## config.mk

```make
export PLATFORM = sky130hd
export DESIGN_NAME = tdm_slot_rx
export DESIGN_NICKNAME = d
export VERILOG_FILES = /design/src/rtl/tdm_rx_pkg.sv /design/src/rtl/tdm_rx_sync.sv /design/src/rtl/tdm_rx_framer.sv /design/src/rtl/tdm_rx_fifo.sv /design/src/rtl/tdm_rx_slotregs.sv /design/src/rtl/tdm_slot_rx.sv
export SDC_FILE = /design/constraint.sdc
export NUM_CORES = 1
export LEC_CHECK = 0
export BUFFER_PORTS_ARGS = -buffer_cell sky130_fd_sc_hd__clkbuf_2
export CAP_MARGIN = 20
export CORE_MARGIN = 8
export CORE_UTILIZATION = 52
export CTS_CLUSTER_SIZE = 28
export DETAILED_ROUTE_END_ITERATION = 6
export HOLD_SLACK_MARGIN = 0.06
export PLACE_DENSITY_LB_ADDON = 0.15
export RECOVER_POWER = 100
export SYNTH_ARGS = -nofsm -noshare
export SYNTH_HDL_FRONTEND = slang
export SYNTH_SLANG_ARGS = --single-unit
```

## constraint.sdc

```tcl
create_clock -name clk -period 3.71 [get_ports clk]
set_clock_uncertainty 0.1 [all_clocks]
set_input_delay 0.5565 -clock clk [delete_from_list [all_inputs] [get_ports clk]]
set_output_delay 0.5565 -clock clk [all_outputs]
set_load 0.02 [all_outputs]
```

## src/rtl/tdm_rx_pkg.sv

```systemverilog
package tdm_rx_pkg;
    typedef enum logic [1:0] {
        ST_HUNT = 2'd0,
        ST_SLOT = 2'd1,
        ST_GAP  = 2'd2
    } rx_state_e;
endpackage

```

## src/rtl/tdm_rx_sync.sv

```systemverilog
module tdm_rx_sync (
    input  logic clk,
    input  logic rst_n,
    input  logic bclk,
    input  logic fsync,
    input  logic sdata,
    output logic bit_stb,
    output logic fs_bit,
    output logic sd_bit
);
    logic [2:0] bclk_q;
    logic [1:0] fs_q;
    logic [1:0] sd_q;

    always_ff @(posedge clk) begin
        if (!rst_n) begin
            bclk_q <= '0;
            fs_q   <= '0;
            sd_q   <= '0;
        end else begin
            bclk_q <= {bclk_q[1:0], bclk};
            fs_q   <= {fs_q[0], fsync};
            sd_q   <= {sd_q[0], sdata};
        end
    end

    // falling edge of the bit clock, aligned with the second stage of data and sync
    assign bit_stb = bclk_q[2] & ~bclk_q[1];
    assign fs_bit  = fs_q[1];
    assign sd_bit  = sd_q[1];
endmodule

```

## src/rtl/tdm_rx_framer.sv

```systemverilog
module tdm_rx_framer
    import tdm_rx_pkg::*;
#(
    parameter int WMAX  = 16,
    parameter int SLOTS = 4,
    localparam int SW = $clog2(SLOTS),
    localparam int BW = $clog2(WMAX)
) (
    input  logic            clk,
    input  logic            rst_n,
    input  logic            bit_stb,
    input  logic            fs_bit,
    input  logic            sd_bit,
    input  logic            cfg_word16,
    input  logic [SW-1:0]   cfg_nslots,
    output logic            commit,
    output logic [SW-1:0]   commit_slot,
    output logic [WMAX-1:0] commit_word
);
    rx_state_e       state, state_nxt;
    logic [SW-1:0]   slot_q, cur_slot;
    logic [BW-1:0]   bit_q, cur_bit;
    logic [WMAX-1:0] shreg, sh_nxt;
    logic            fs_prev;
    logic            fs_start, active, last_bit, last_slot;

    assign fs_start  = bit_stb & fs_bit & ~fs_prev;
    assign active    = bit_stb & (fs_start | (state == ST_SLOT));
    assign cur_bit   = fs_start ? '0 : bit_q;
    assign cur_slot  = fs_start ? '0 : slot_q;
    assign last_bit  = cur_bit == (cfg_word16 ? BW'(WMAX - 1) : BW'(WMAX / 2 - 1));
    assign last_slot = cur_slot == cfg_nslots;
    assign sh_nxt    = {shreg[WMAX-2:0], sd_bit};

    always_comb begin
        state_nxt = state;
        unique case (state)
            ST_HUNT: if (fs_start) state_nxt = ST_SLOT;
            ST_SLOT: begin
                if (fs_start)                           state_nxt = ST_SLOT;
                else if (active && last_bit && last_slot) state_nxt = ST_GAP;
            end
            ST_GAP:  if (fs_start) state_nxt = ST_SLOT;
            default: state_nxt = ST_HUNT;
        endcase
    end

    // state register and slot / bit counters
    always_ff @(posedge clk) begin
        if (!rst_n) begin
            state   <= ST_HUNT;
            slot_q  <= '0;
            bit_q   <= '0;
            shreg   <= '0;
            fs_prev <= 1'b0;
        end else begin
            state <= state_nxt;
            if (bit_stb) fs_prev <= fs_bit;
            if (active) begin
                shreg  <= sh_nxt;
                bit_q  <= last_bit ? '0 : cur_bit + 1'b1;
                slot_q <= last_bit ? cur_slot + 1'b1 : cur_slot;
            end
        end
    end

    // outputs
    always_comb begin
        commit      = active & last_bit;
        commit_slot = cur_slot;
        commit_word = cfg_word16 ? sh_nxt : {{(WMAX/2){1'b0}}, sh_nxt[WMAX/2-1:0]};
    end
endmodule

```

## src/rtl/tdm_rx_fifo.sv

```systemverilog
module tdm_rx_fifo #(
    parameter int DEPTH = 8,
    parameter int WIDTH = 16,
    localparam int AW = $clog2(DEPTH),
    localparam int CW = $clog2(DEPTH + 1)
) (
    input  logic             clk,
    input  logic             rst_n,
    input  logic             push,
    input  logic [WIDTH-1:0] push_data,
    input  logic             pop_ready,
    output logic             pop_valid,
    output logic [WIDTH-1:0] pop_data,
    output logic [CW-1:0]    count,
    output logic             ovr
);
    logic [WIDTH-1:0] mem [DEPTH];
    logic [AW-1:0]    wptr, rptr;
    logic             full, do_push, do_pop;

    assign full      = count == CW'(DEPTH);
    assign do_push   = push & ~full;
    assign pop_valid = count != '0;
    assign do_pop    = pop_ready & pop_valid;
    assign pop_data  = mem[rptr];

    always_ff @(posedge clk) begin
        if (!rst_n) begin
            wptr  <= '0;
            rptr  <= '0;
            count <= '0;
            ovr   <= 1'b0;
        end else begin
            if (do_push) begin
                mem[wptr] <= push_data;
                wptr      <= (wptr == AW'(DEPTH - 1)) ? '0 : wptr + 1'b1;
            end
            if (do_pop) rptr <= (rptr == AW'(DEPTH - 1)) ? '0 : rptr + 1'b1;
            if (push && full) ovr <= 1'b1;
            count <= count + CW'(do_push) - CW'(do_pop);
        end
    end
endmodule

```

## src/rtl/tdm_rx_slotregs.sv

```systemverilog
module tdm_rx_slotregs #(
    parameter int SLOTS = 4,
    parameter int WIDTH = 16
) (
    input  logic                   clk,
    input  logic                   rst_n,
    input  logic [SLOTS-1:0]       wr,
    input  logic [WIDTH-1:0]       word,
    input  logic [SLOTS-1:0]       rd,
    output logic [SLOTS*WIDTH-1:0] data,
    output logic [SLOTS-1:0]       valid,
    output logic [SLOTS-1:0]       ovr
);
    for (genvar k = 0; k < SLOTS; k++) begin : g_slot
        always_ff @(posedge clk) begin
            if (!rst_n) begin
                data[k*WIDTH +: WIDTH] <= '0;
                valid[k]               <= 1'b0;
                ovr[k]                 <= 1'b0;
            end else if (wr[k]) begin
                data[k*WIDTH +: WIDTH] <= word;
                valid[k]               <= 1'b1;
                if (valid[k] && !rd[k]) ovr[k] <= 1'b1;
            end else if (rd[k]) begin
                valid[k] <= 1'b0;
            end
        end
    end
endmodule

```

## src/rtl/tdm_slot_rx.sv

```systemverilog
module tdm_slot_rx #(
    parameter int SLOTS = 4,
    parameter int WMAX  = 16,
    parameter int DEPTH = 8,
    localparam int SW = $clog2(SLOTS),
    localparam int CW = $clog2(DEPTH + 1)
) (
    input  logic                  clk,
    input  logic                  rst_n,
    input  logic                  bclk,
    input  logic                  fsync,
    input  logic                  sdata,
    input  logic                  cfg_word16,
    input  logic [SW-1:0]         cfg_nslots,
    input  logic [SLOTS-1:0]      cfg_rx_mask,
    input  logic [SLOTS-1:0]      cfg_route_reg,
    input  logic [CW-1:0]         cfg_warn_lim,
    output logic                  rd_valid,
    input  logic                  rd_ready,
    output logic [WMAX-1:0]       rd_data,
    output logic [CW-1:0]         fifo_count,
    output logic                  fifo_ovr,
    output logic                  irq,
    output logic [SLOTS*WMAX-1:0] slot_data,
    output logic [SLOTS-1:0]      slot_valid,
    input  logic [SLOTS-1:0]      slot_rd,
    output logic [SLOTS-1:0]      slot_ovr
);
    logic            bit_stb, fs_bit, sd_bit;
    logic            commit, hit, fifo_push;
    logic [SW-1:0]   commit_slot;
    logic [WMAX-1:0] commit_word;
    logic [SLOTS-1:0] reg_wr;

    tdm_rx_sync u_sync (
        .clk(clk), .rst_n(rst_n), .bclk(bclk), .fsync(fsync), .sdata(sdata),
        .bit_stb(bit_stb), .fs_bit(fs_bit), .sd_bit(sd_bit)
    );

    tdm_rx_framer #(.WMAX(WMAX), .SLOTS(SLOTS)) u_framer (
        .clk(clk), .rst_n(rst_n), .bit_stb(bit_stb), .fs_bit(fs_bit), .sd_bit(sd_bit),
        .cfg_word16(cfg_word16), .cfg_nslots(cfg_nslots),
        .commit(commit), .commit_slot(commit_slot), .commit_word(commit_word)
    );

    assign hit       = commit & cfg_rx_mask[commit_slot];
    assign fifo_push = hit & ~cfg_route_reg[commit_slot];
    always_comb begin
        reg_wr = '0;
        reg_wr[commit_slot] = hit & cfg_route_reg[commit_slot];
    end

    tdm_rx_fifo #(.DEPTH(DEPTH), .WIDTH(WMAX)) u_fifo (
        .clk(clk), .rst_n(rst_n), .push(fifo_push), .push_data(commit_word),
        .pop_ready(rd_ready), .pop_valid(rd_valid), .pop_data(rd_data),
        .count(fifo_count), .ovr(fifo_ovr)
    );

    tdm_rx_slotregs #(.SLOTS(SLOTS), .WIDTH(WMAX)) u_regs (
        .clk(clk), .rst_n(rst_n), .wr(reg_wr), .word(commit_word), .rd(slot_rd),
        .data(slot_data), .valid(slot_valid), .ovr(slot_ovr)
    );

    assign irq = fifo_count > cfg_warn_lim;
endmodule

```

* Yosys cells after proc, flatten, opt, wreduce, memory -nomap -nowiden
Memory sizes are Yosys's and may differ from the RTL's. A register that Yosys moved wholly into a read port is not among the register bits.
Index checks and enable logic that the tools add are counted.
** Storage, ports and cells
- Register bits after elaboration :: 114
- Bits in writable memories :: 128
- Bits of input ports :: 25
- Output and inout port bits :: 95
- Logic and storage cells :: 114
- Memories kept :: 1
** Memory list
- u_fifo.mem :: depth 8, bits a word 16, rd ports 1, clocked after Yosys merged registers in 1, wr ports 1, line tdm_rx_fifo.sv:17 : logic [WIDTH-1:0] mem [DEPTH];
** Cells by class
- $add $sub $neg :: 6
- Order comparisons :: 3
- Eq/ne operators :: 9
- Muxes and demuxes :: 31
- Bitwise logic cells :: 16
- Reduce and logical (&&, ||, !) cells :: 24
** Operators by type and width (count)
- $mux 16 :: 1
- $mux 1 :: 14
- $mux 3 :: 4
- $mux 4 :: 3
- $and 1x1->1 :: 10
- $mux 2 :: 5
- $reduce_and 2->1 :: 5
- $logic_and 1x1->1 :: 8
- $reduce_bool 2->1 :: 4
- $add 3x1->3 const B :: 2
- $eq 3x3->1 const B :: 2
- $add 4x1->4 :: 1
- $add 4x1->4 const B :: 1
- $and 4x4->4 :: 1
- $bmux 1 s2 :: 2
- $eq 4x4->1 :: 1
- $eq 4x4->1 const B :: 1
- $gt 4x4->1 :: 1
- $logic_not 1->1 :: 4
- $not 1->1 :: 4
- $pmux 2 s2 :: 1
- $reduce_bool 4->1 :: 1
- $sub 4x1->4 :: 1
- $lt 2x3->1 const B :: 1
- 11 further kinds :: 11

* Depth between registers and ports, before layout
Gate-level depths: netlist of the first run.
- Word-level depth :: 13
- Mapped depth :: 13
- Depth with buffers taken out :: 12

* Modules after synthesis
Synthesis of the first run repeated with hierarchy kept, for this count alone.
** Unflattened totals
- Cells, all modules :: 667
- Area, all modules :: 10020.9 µm²
** Modules (own cells, without submodules)
- tdm_rx_fifo :: instances 1, cells each 269, area each 5657.9 µm², sequential area each 4124.0 µm²
- tdm_rx_slotregs :: instances 1, cells each 232, area each 2765.2 µm², sequential area each 1441.4 µm²
- tdm_rx_framer :: instances 1, cells each 123, area each 1176.1 µm², sequential area each 480.5 µm²
- tdm_slot_rx :: instances 1, cells each 28, area each 231.5 µm², sequential area each 0.0 µm²
- tdm_rx_sync :: instances 1, cells each 15, area each 190.2 µm², sequential area each 140.1 µm²

* Worst setup path after synthesis of the first run
No wires, ideal clock.
- Path kind :: register to register
- Start point :: register u_sync.bclk_q[1]
- End point :: memory u_fifo.mem[0][0] (enable)
- Library setup time :: 0.430 ns
- Arrival :: 3.545 ns
- Required time :: 3.180 ns
- Path slack :: -0.365 ns
- Cell stages (with the launch flop) :: 10
- Path buffers :: 1
- Period minus slack after synthesis :: 4.075 ns
- Cells stage by stage :: dfxtp_1 nand4bb_1 buf_2 and2_1 ha_1 nand2_1 nor4b_4 nand3_2 or3_1 nor4_1
** Between the ends
- Word-level cells in the longest chain between the ends :: 13
- Elaborated cells on any way between the ends :: 21
- Classes of those cells :: 1 x eq/ne; 9 x mux; 11 x bitwise
** Ends and longest elaborated chain
- start, declared :: line tdm_rx_sync.sv:11 : logic [2:0] bclk_q;
- start signal, assigned :: line tdm_rx_sync.sv:21 : bclk_q <= {bclk_q[1:0], bclk};
- $not 1->1 (*) :: line tdm_rx_sync.sv:28 : assign bit_stb = bclk_q[2] & ~bclk_q[1];
- $and 1x1->1 (*) :: line tdm_rx_sync.sv:28
- $and 1x1->1 (2 in series) :: line tdm_rx_framer.sv:27 : assign fs_start = bit_stb & fs_bit & ~fs_prev;
- $mux 4 (tied with other cells) :: line tdm_rx_framer.sv:29 : assign cur_bit = fs_start ? '0 : bit_q;
- $eq 4x4->1 (tied with other cells) :: line tdm_rx_framer.sv:31 : assign last_bit = cur_bit == (cfg_word16 ? BW'(WMAX - 1) : BW'(WMAX / 2 - 1));
- $and 1x1->1 (tied with other cells) :: line tdm_rx_framer.sv:69 : commit = active & last_bit;
- $and 1x1->1 / $not 1->1 (equally long branches) :: line tdm_slot_rx.sv:46, tdm_slot_rx.sv:47
- $and 1x1->1 (*) :: line tdm_slot_rx.sv:47 : assign fifo_push = hit & ~cfg_route_reg[commit_slot];
- $and 1x1->1 (*) :: line tdm_rx_fifo.sv:22 : assign do_push = push & ~full;
- $mux 1 (*) :: line tdm_rx_fifo.sv:34 : if (do_push) begin
- $mux 1 (*) :: line tdm_rx_fifo.sv:28 : if (!rst_n) begin
- $mux 1 (not written as such) (*) :: line tdm_rx_fifo.sv:35 : mem[wptr] <= push_data;
- end, declared :: line tdm_rx_fifo.sv:17
Mark *: on every way between the ends. The rest lies on a longest branch, timed or not. The select of a mux whose other input is x is not followed.

==> reports/summary.txt, run 1 <==
First DRT Iteration DRCs: 316
RSZ-0062 raised after global routing: false
Worst-Margin Slew: 1.21 ns
Clk_lat worst skew: 0.50 ns
Crit path buffers/inverters: 2
P_leak: 3.81 nW
Worst path arrival time: 2.62 ns
Die X: 153 um
Crit-path cells: clkbuf_2, mux4_2, mux2_2, clkbuf_1
Synth Net Count: 759
I/O Buffers: 119
Vias in the first global route: 6,160
Ant diodes: 0
Hold Buf Count CTS: 0
Worst EP required: 3.05 ns
Via count: 5,833
DP HPWL: 14,500 um
Hold_ws: 0.167 ns
Crit start category: flop
Commonest cells after routing, fill and taps aside: 128 x edfxtp_1, 126 x nand2_1, 116 x dfxtp_1, 96 x clkbuf_1, 68 x mux2i_1
Worst Reg-to-Reg Cells: 9
Wire length on met2: 9450 um
Antenna violations before repair: 0
WL per Instance: 18.8 um
Share of layout cells above drive strength 1: 15.5%
Rel. slew slack: 19.0%
Final Slew Violations: 0
Drt drc: 0
PD cells: 546 mW/mm2
Crit-path leading delay family: multiplexers
Largest net degree at the start of global routing: 72
RePlAce Congestion: 0.832
Clk pwr share: 39.3%
DRT antenna net count: 0
Post-DR vias/cell: 5.39
Setup-failing EPs final: 0
Number of cells on the critical path: 4
Final period util: 88.3%
Cts repair resizes: 0
Max Freq: 0.305 GHz
Final hold violation count: 0
Setup crit end kind: output pin
Drt pass-1 iters: 7
Core Area: 0.0186 mm2
Longest Clk Path Bufs: 3
Boundary Pins: 120
Hold Path Depth: 2
Clk slew on worst S/H paths: 0.06 ns
Clk sinks: 245
GRT Total Usage: 17.2%
Synth warnings: 0
NumNets Final: 877
Gate power share: 13.0%
Register area share after synthesis: 63.5%
Die Y: 153 um
Area grow syn2layout: 14.7%
Switching power: 1.46 mW
FP Rows: 50
Synthesized area: 0.00975 mm2
Post-Layout Inst Area: 0.0112 mm2
Remaining Overflow, GRT: 0
Setup Crit Path Kind: reg -> out
Syn Inst Count: 714
Internal: 4.65 mW
Max VDD drop: 0.000387 V
Max layer used: met4
CP Max Fanout: 14
Hold Path Class: in -> reg
Crit path max-delay cell type: mux4_2
TritonCTS clock tree: built
WL met3: 1300 um
Fraction of registers with async set/reset: 0%
Most common cell after layout, fill and taps aside: edfxtp_1
Post-synth top flop: edfxtp_1
Post-synthesis register bit count: 245
Root Driver: clkbuf_16
Max cap viols: 0
Avg Inst Size Synth: 13.6 um2
CTS buffer count: 24
Sw frac: 23.9%
Post-CTS Setup Inserts: 0
DRT met1 WL: 9310 um
First-pass GRT wire length: 33,000 um
H-tree depth: 1
Status: finished clean
Final WL: 20,300 um
Place WS: 0.615 ns
Post-synth EDFFs: 128
Post-synthesis cell type count: 49
Post-layout min period: 3.28 ns
Die footprint: 0.0234 mm2
Setup TNS: 0 ns
Effective utilization at floorplan: 52.5%
Setup slack after layout: 0.432 ns
Placement Cell Area: 0.0106 mm2
Max incr delay on CP: 0.62 ns
Seq pwr share: 47.7%
Pwr Total: 6.10 mW
[final cells by class]
cell class	count	area (um2)
multi-input combinational	413	3270
sequential	245	6190
clock inverter	11	111
inverter	15	56.3
clock buffer	32	683
tap	234	293
timing repair buffer	133	579
fill	1495	7400
[path summary, 6_finish.rpt]
path	startpoint	end	slack [ns]
hold / removal	sdata	u_sync.sd_q[0]	0.17
setup reg to reg	u_sync.bclk_q[1]	u_fifo.mem[0][14]	0.47
hold reg to reg	u_sync.bclk_q[0]	u_sync.bclk_q[1]	0.33
setup / recovery	flop	rd_data[9]	0.43
[per-layer routing]
layer / vias to the layer above / track usage [%]
met3: 23 / 4.96
met4: 0 / 3.91
met5: - / 0
met2: 133 / 27.9
met1: 2860 / 22.6
li1: 2817 / -
[power by group through the flow]
stage,logic (mW),clock network (mW),registers [mW]
2_1_floorplan,0.607,0,2.97
3_3_place_gp,0.802,0,2.97
3_5_place_dp,0.825,0,2.97
4_1_cts,0.829,2.45,2.91
5_1_grt,0.877,2.56,2.92
6_report,0.791,2.40,2.91
[sequential cells by signal (all words and copies together), names as in the netlist, named ones only]
signal	flops
u_framer.shreg	15
u_regs.ovr	4
u_fifo.rptr	3
u_regs.valid	4
u_framer.slot_q	2
u_sync.bclk_q	3
u_framer.fs_prev	1
u_sync.fs_q	2
u_regs.data	64
u_fifo.mem	128
u_fifo.wptr	3
u_framer.bit_q	4
u_fifo.count	4
u_framer.state	2
u_sync.sd_q	2
u_fifo.ovr	1
[Yosys cell counts (2+ instances only)]
library cell	instances	area (um2)
mux4_2	32	721
o21a_1	5	37.5
or3_1	2	12.5
buf_2	10	50.1
nor2_1	18	67.6
a21oi_1	29	145
nand3b_1	2	15.0
inv_1	14	52.6
buf_6	6	67.6
xor2_1	3	26.3
and2_1	21	131
nand4_1	2	12.5
nand2_1	126	473
a41oi_1	5	43.8
mux2_2	16	180
nand4b_1	3	26.3
a21o_1	2	15.0
dfxtp_1	117	2340
nand2b_1	6	37.5
ha_1	19	238
buf_1	4	15.0
or4_1	2	15.0
nor4_1	2	12.5
edfxtp_1	128	3840
and3_1	3	18.8
nand3_1	5	25.0
nor3_1	3	15.0
a22oi_1	2	15.0
clkbuf_1	21	78.8
nand4bb_1	2	22.5
and3_4	6	67.6
o21ai_0	7	35.0
a211oi_1	3	22.5
nor2b_1	6	37.5
mux2i_1	68	681
[per-stage QoR]
step	cells	util [%]
2_1_floorplan	714	-
3_3_place_gp	1040	56.8
3_5_place_dp	1040	56.8
4_1_cts	1083	61.1
5_1_grt	1083	60.2
6_report	1083	60.2
[cell families after synthesis]
kind of cell / share of synthesized area, %
buffers and inverters: 2.75
DFF: 63.5
adders and majority gates: 2.64
and+or+nand+nor: 10.9
muxes: 16.2
xor gates and xnor gates: 0.360
AOI/OAI and AO/OA: 3.66
(Power assumes the default switching activity.)
==> run 2: changes to the inputs <==
--- a/config.mk
+++ b/config.mk
@@ -8,7 +8,7 @@
 export BUFFER_PORTS_ARGS = -buffer_cell sky130_fd_sc_hd__clkbuf_2
 export CAP_MARGIN = 20
 export CORE_MARGIN = 8
-export CORE_UTILIZATION = 52
+export CORE_UTILIZATION = 55
 export CTS_CLUSTER_SIZE = 28
 export DETAILED_ROUTE_END_ITERATION = 6
 export HOLD_SLACK_MARGIN = 0.06
==> constraint.sdc (replaced) <==
create_clock -name clk -period 3.9 [get_ports clk]
set_clock_uncertainty 0.1 [all_clocks]
set_input_delay 0.585 -clock clk [delete_from_list [all_inputs] [get_ports clk]]
set_output_delay 0.585 -clock clk [all_outputs]
set_load 0.02 [all_outputs]
==> run 2 against run 1 <==
Net effect: the flow now finishes with violations (capacitance limit, slew limit); combinational power is 3.4% lower; global-route usage rose by 1.2 points; worst setup slack better by 0.13 ns; routed wire length increased by 0.47%; clock power fell by 11%; sequential cell count unchanged; non-clock buffer count unchanged; sequential share of layout area grew 0.49 points; via count increased by 1.7%; highest routed layer unchanged.
==> reports/summary.txt, run 2 (synthesized netlist as in run 1, its figures left out) <==
Area grow syn2layout: 13.7% (was 14.7%)
Status: finished with violations (was finished clean)
CTS buffer count: 24 (unchanged)
Root Driver: clkbuf_16 (unchanged)
Crit start category: flop (unchanged)
Number of flip-flops in the largest register: 128 (unchanged)
Setup Crit Path Kind: reg -> reg (was reg -> out)
Max Freq: 0.300 GHz
Setup slack after layout: 0.562 ns (was 0.432 ns)
Crit-path cells: nand4bb_1, and2_0, ha_1, nand2_1, nor4b_4, nand3_1, or3_1, nor2_1, clkbuf_2 (was clkbuf_2, mux4_2, mux2_2, clkbuf_1)
Post-CTS Setup Inserts: 0 (unchanged)
Setup TNS: 0 ns (unchanged)
Effective utilization at floorplan: 56.3% (was 52.5%)
Place WS: 0.794 ns (was 0.615 ns)
Worst-Margin Slew: 1.71 ns (was 1.21 ns)
CP Max Fanout: 16 (was 14)
GRT Total Usage: 18.4% (was 17.2%)
Rel. slew slack: -13.7% (was 19.0%)
Hold_ws: 0.189 ns (was 0.167 ns)
Post-layout min period: 3.34 ns
Die footprint: 0.0222 mm2 (was 0.0234 mm2)
Hold Path Class: in -> reg (unchanged)
Core Area: 0.0173 mm2 (was 0.0186 mm2)
First DRT Iteration DRCs: 465 (was 316)
Post-DR vias/cell: 5.52 (was 5.39)
Antenna violations before repair: 0 (unchanged)
P_leak: 3.77 nW (was 3.81 nW)
Max VDD drop: 0.000286 V (was 0.000387 V)
Largest registers: u_fifo.mem (128), u_regs.data (64), u_framer.shreg (15) (unchanged)
Die Y: 149 um (was 153 um)
Setup-failing EPs final: 0 (unchanged)
Most common cell after layout, fill and taps aside: edfxtp_1 (unchanged)
Failing checks: capacitance limit, slew limit
Clk sinks: 245 (unchanged)
DRT antenna net count: 0 (unchanged)
Hold_sp: sdata (unchanged)
H-tree depth: 1 (unchanged)
Ant diodes: 0 (unchanged)
Max cap viols: 2 (was 0)
Final hold violation count: 0 (unchanged)
Final period util: 85.6%
Largest net degree at the start of global routing: 43 (was 72)
Boundary Pins: 120 (unchanged)
Drt pass-1 iters: 6 (was 7)
Pwr Total: 5.66 mW (was 6.10 mW)
Die X: 149 um (was 153 um)
Setup crit end kind: flop (was output pin)
Clk slew on worst S/H paths: 0.06 ns (about the same)
NumNets Final: 877 (unchanged)
Share of layout cells above drive strength 1: 14.6% (was 15.5%)
Cts repair resizes: 0 (unchanged)
Clk_lat worst skew: 0.50 ns (about the same)
WL per Instance: 19.0 um (was 18.8 um)
First-pass GRT wire length: 32,700 um (was 33,000 um)
Drt drc: 0 (unchanged)
Crit path from: u_sync.bclk_q[1]
Commonest cells after routing, fill and taps aside: 128 x edfxtp_1, 126 x nand2_1, 116 x dfxtp_1, 102 x clkbuf_1, 68 x mux2i_1 (was 128 x edfxtp_1, 126 x nand2_1, 116 x dfxtp_1, 96 x clkbuf_1, 68 x mux2i_1)
RePlAce Congestion: 0.839 (was 0.832)
I/O Buffers: 119 (unchanged)
Final WL: 20,400 um (was 20,300 um)
R2r startpoint: u_sync.bclk_q[1] (unchanged)
Largest Register: u_fifo.mem (unchanged)
Via count: 5,930 (was 5,833)
Hold Buf Count CTS: 0 (unchanged)
Remaining Overflow, GRT: 0 (unchanged)
PD cells: 511 mW/mm2 (was 546 mW/mm2)
Worst EP required: 3.94 ns (was 3.05 ns)
RSZ-0062 raised after global routing: false (unchanged)
Longest Clk Path Bufs: 3 (unchanged)
FP Rows: 48 (was 50)
Max incr delay on CP: 0.49 ns (was 0.62 ns)
Final Slew Violations: 85 (was 0)
Crit path max-delay cell type: or3_1 (was mux4_2)
Worst path arrival time: 3.38 ns (was 2.62 ns)
TritonCTS clock tree: built (unchanged)
DP HPWL: 14,300 um (was 14,500 um)
Vias in the first global route: 6,182 (was 6,160)
-- run 2: final timing paths --
path	slack, ns	depth (start not counted)	to
max	0.56	9	u_fifo.mem[4][13]
min reg2reg	0.34	1	u_sync.bclk_q[1]
min	0.19	2	u_sync.sd_q[0]
max reg2reg	0.56	9	u_fifo.mem[4][13]
-- run 2: cell type report --
| class | instances | area, um2 |
|---|---|---|
| inverter | 15 | 56.3 |
| clock inverter | 9 | 45.0 |
| sequential | 245 | 6190 |
| clock buffer | 34 | 691 |
| tap | 225 | 282 |
| multi-input combinational | 413 | 3260 |
| fill | 1374 | 6220 |
| timing repair buffer | 133 | 557 |
-- run 2: stage by stage --
step | instance area [um2] | instances | util, %
6_report | 11100 | 1074 | 64.1
2_1_floorplan | 9760 | 714 | -
3_3_place_gp | 10500 | 1031 | 60.9
3_5_place_dp | 10500 | 1031 | 60.9
5_1_grt | 11100 | 1074 | 64.1
4_1_cts | 11300 | 1074 | 65.2
-- run 2: report_power, final --
| group | internal (mW) | switching [mW] | leakage, nW |
|---|---|---|---|
| clock network | 1.23 | 0.912 | 0.358 |
| registers | 2.72 | 0.0315 | 2.16 |
| logic | 0.337 | 0.427 | 1.25 |
| total | 4.29 | 1.37 | 3.77 |
-- run 2: routing by layer --
metal	vias up	global-route usage (%)	wire length, um
met1	2905	24.0	8820
met2	193	30.0	9750
met4	0	3.58	225
li1	2810	-	-
met3	22	5.28	1600
met5	-	0	0
-- run 2: worst max-delay path: cells and delay by family, from the launching register on --
kind,cells,cell delay [ns]
simple gates,7,1.90
buf+inv,1,0.41
fa+ha+maj,1,0.20
flops,1,0.38
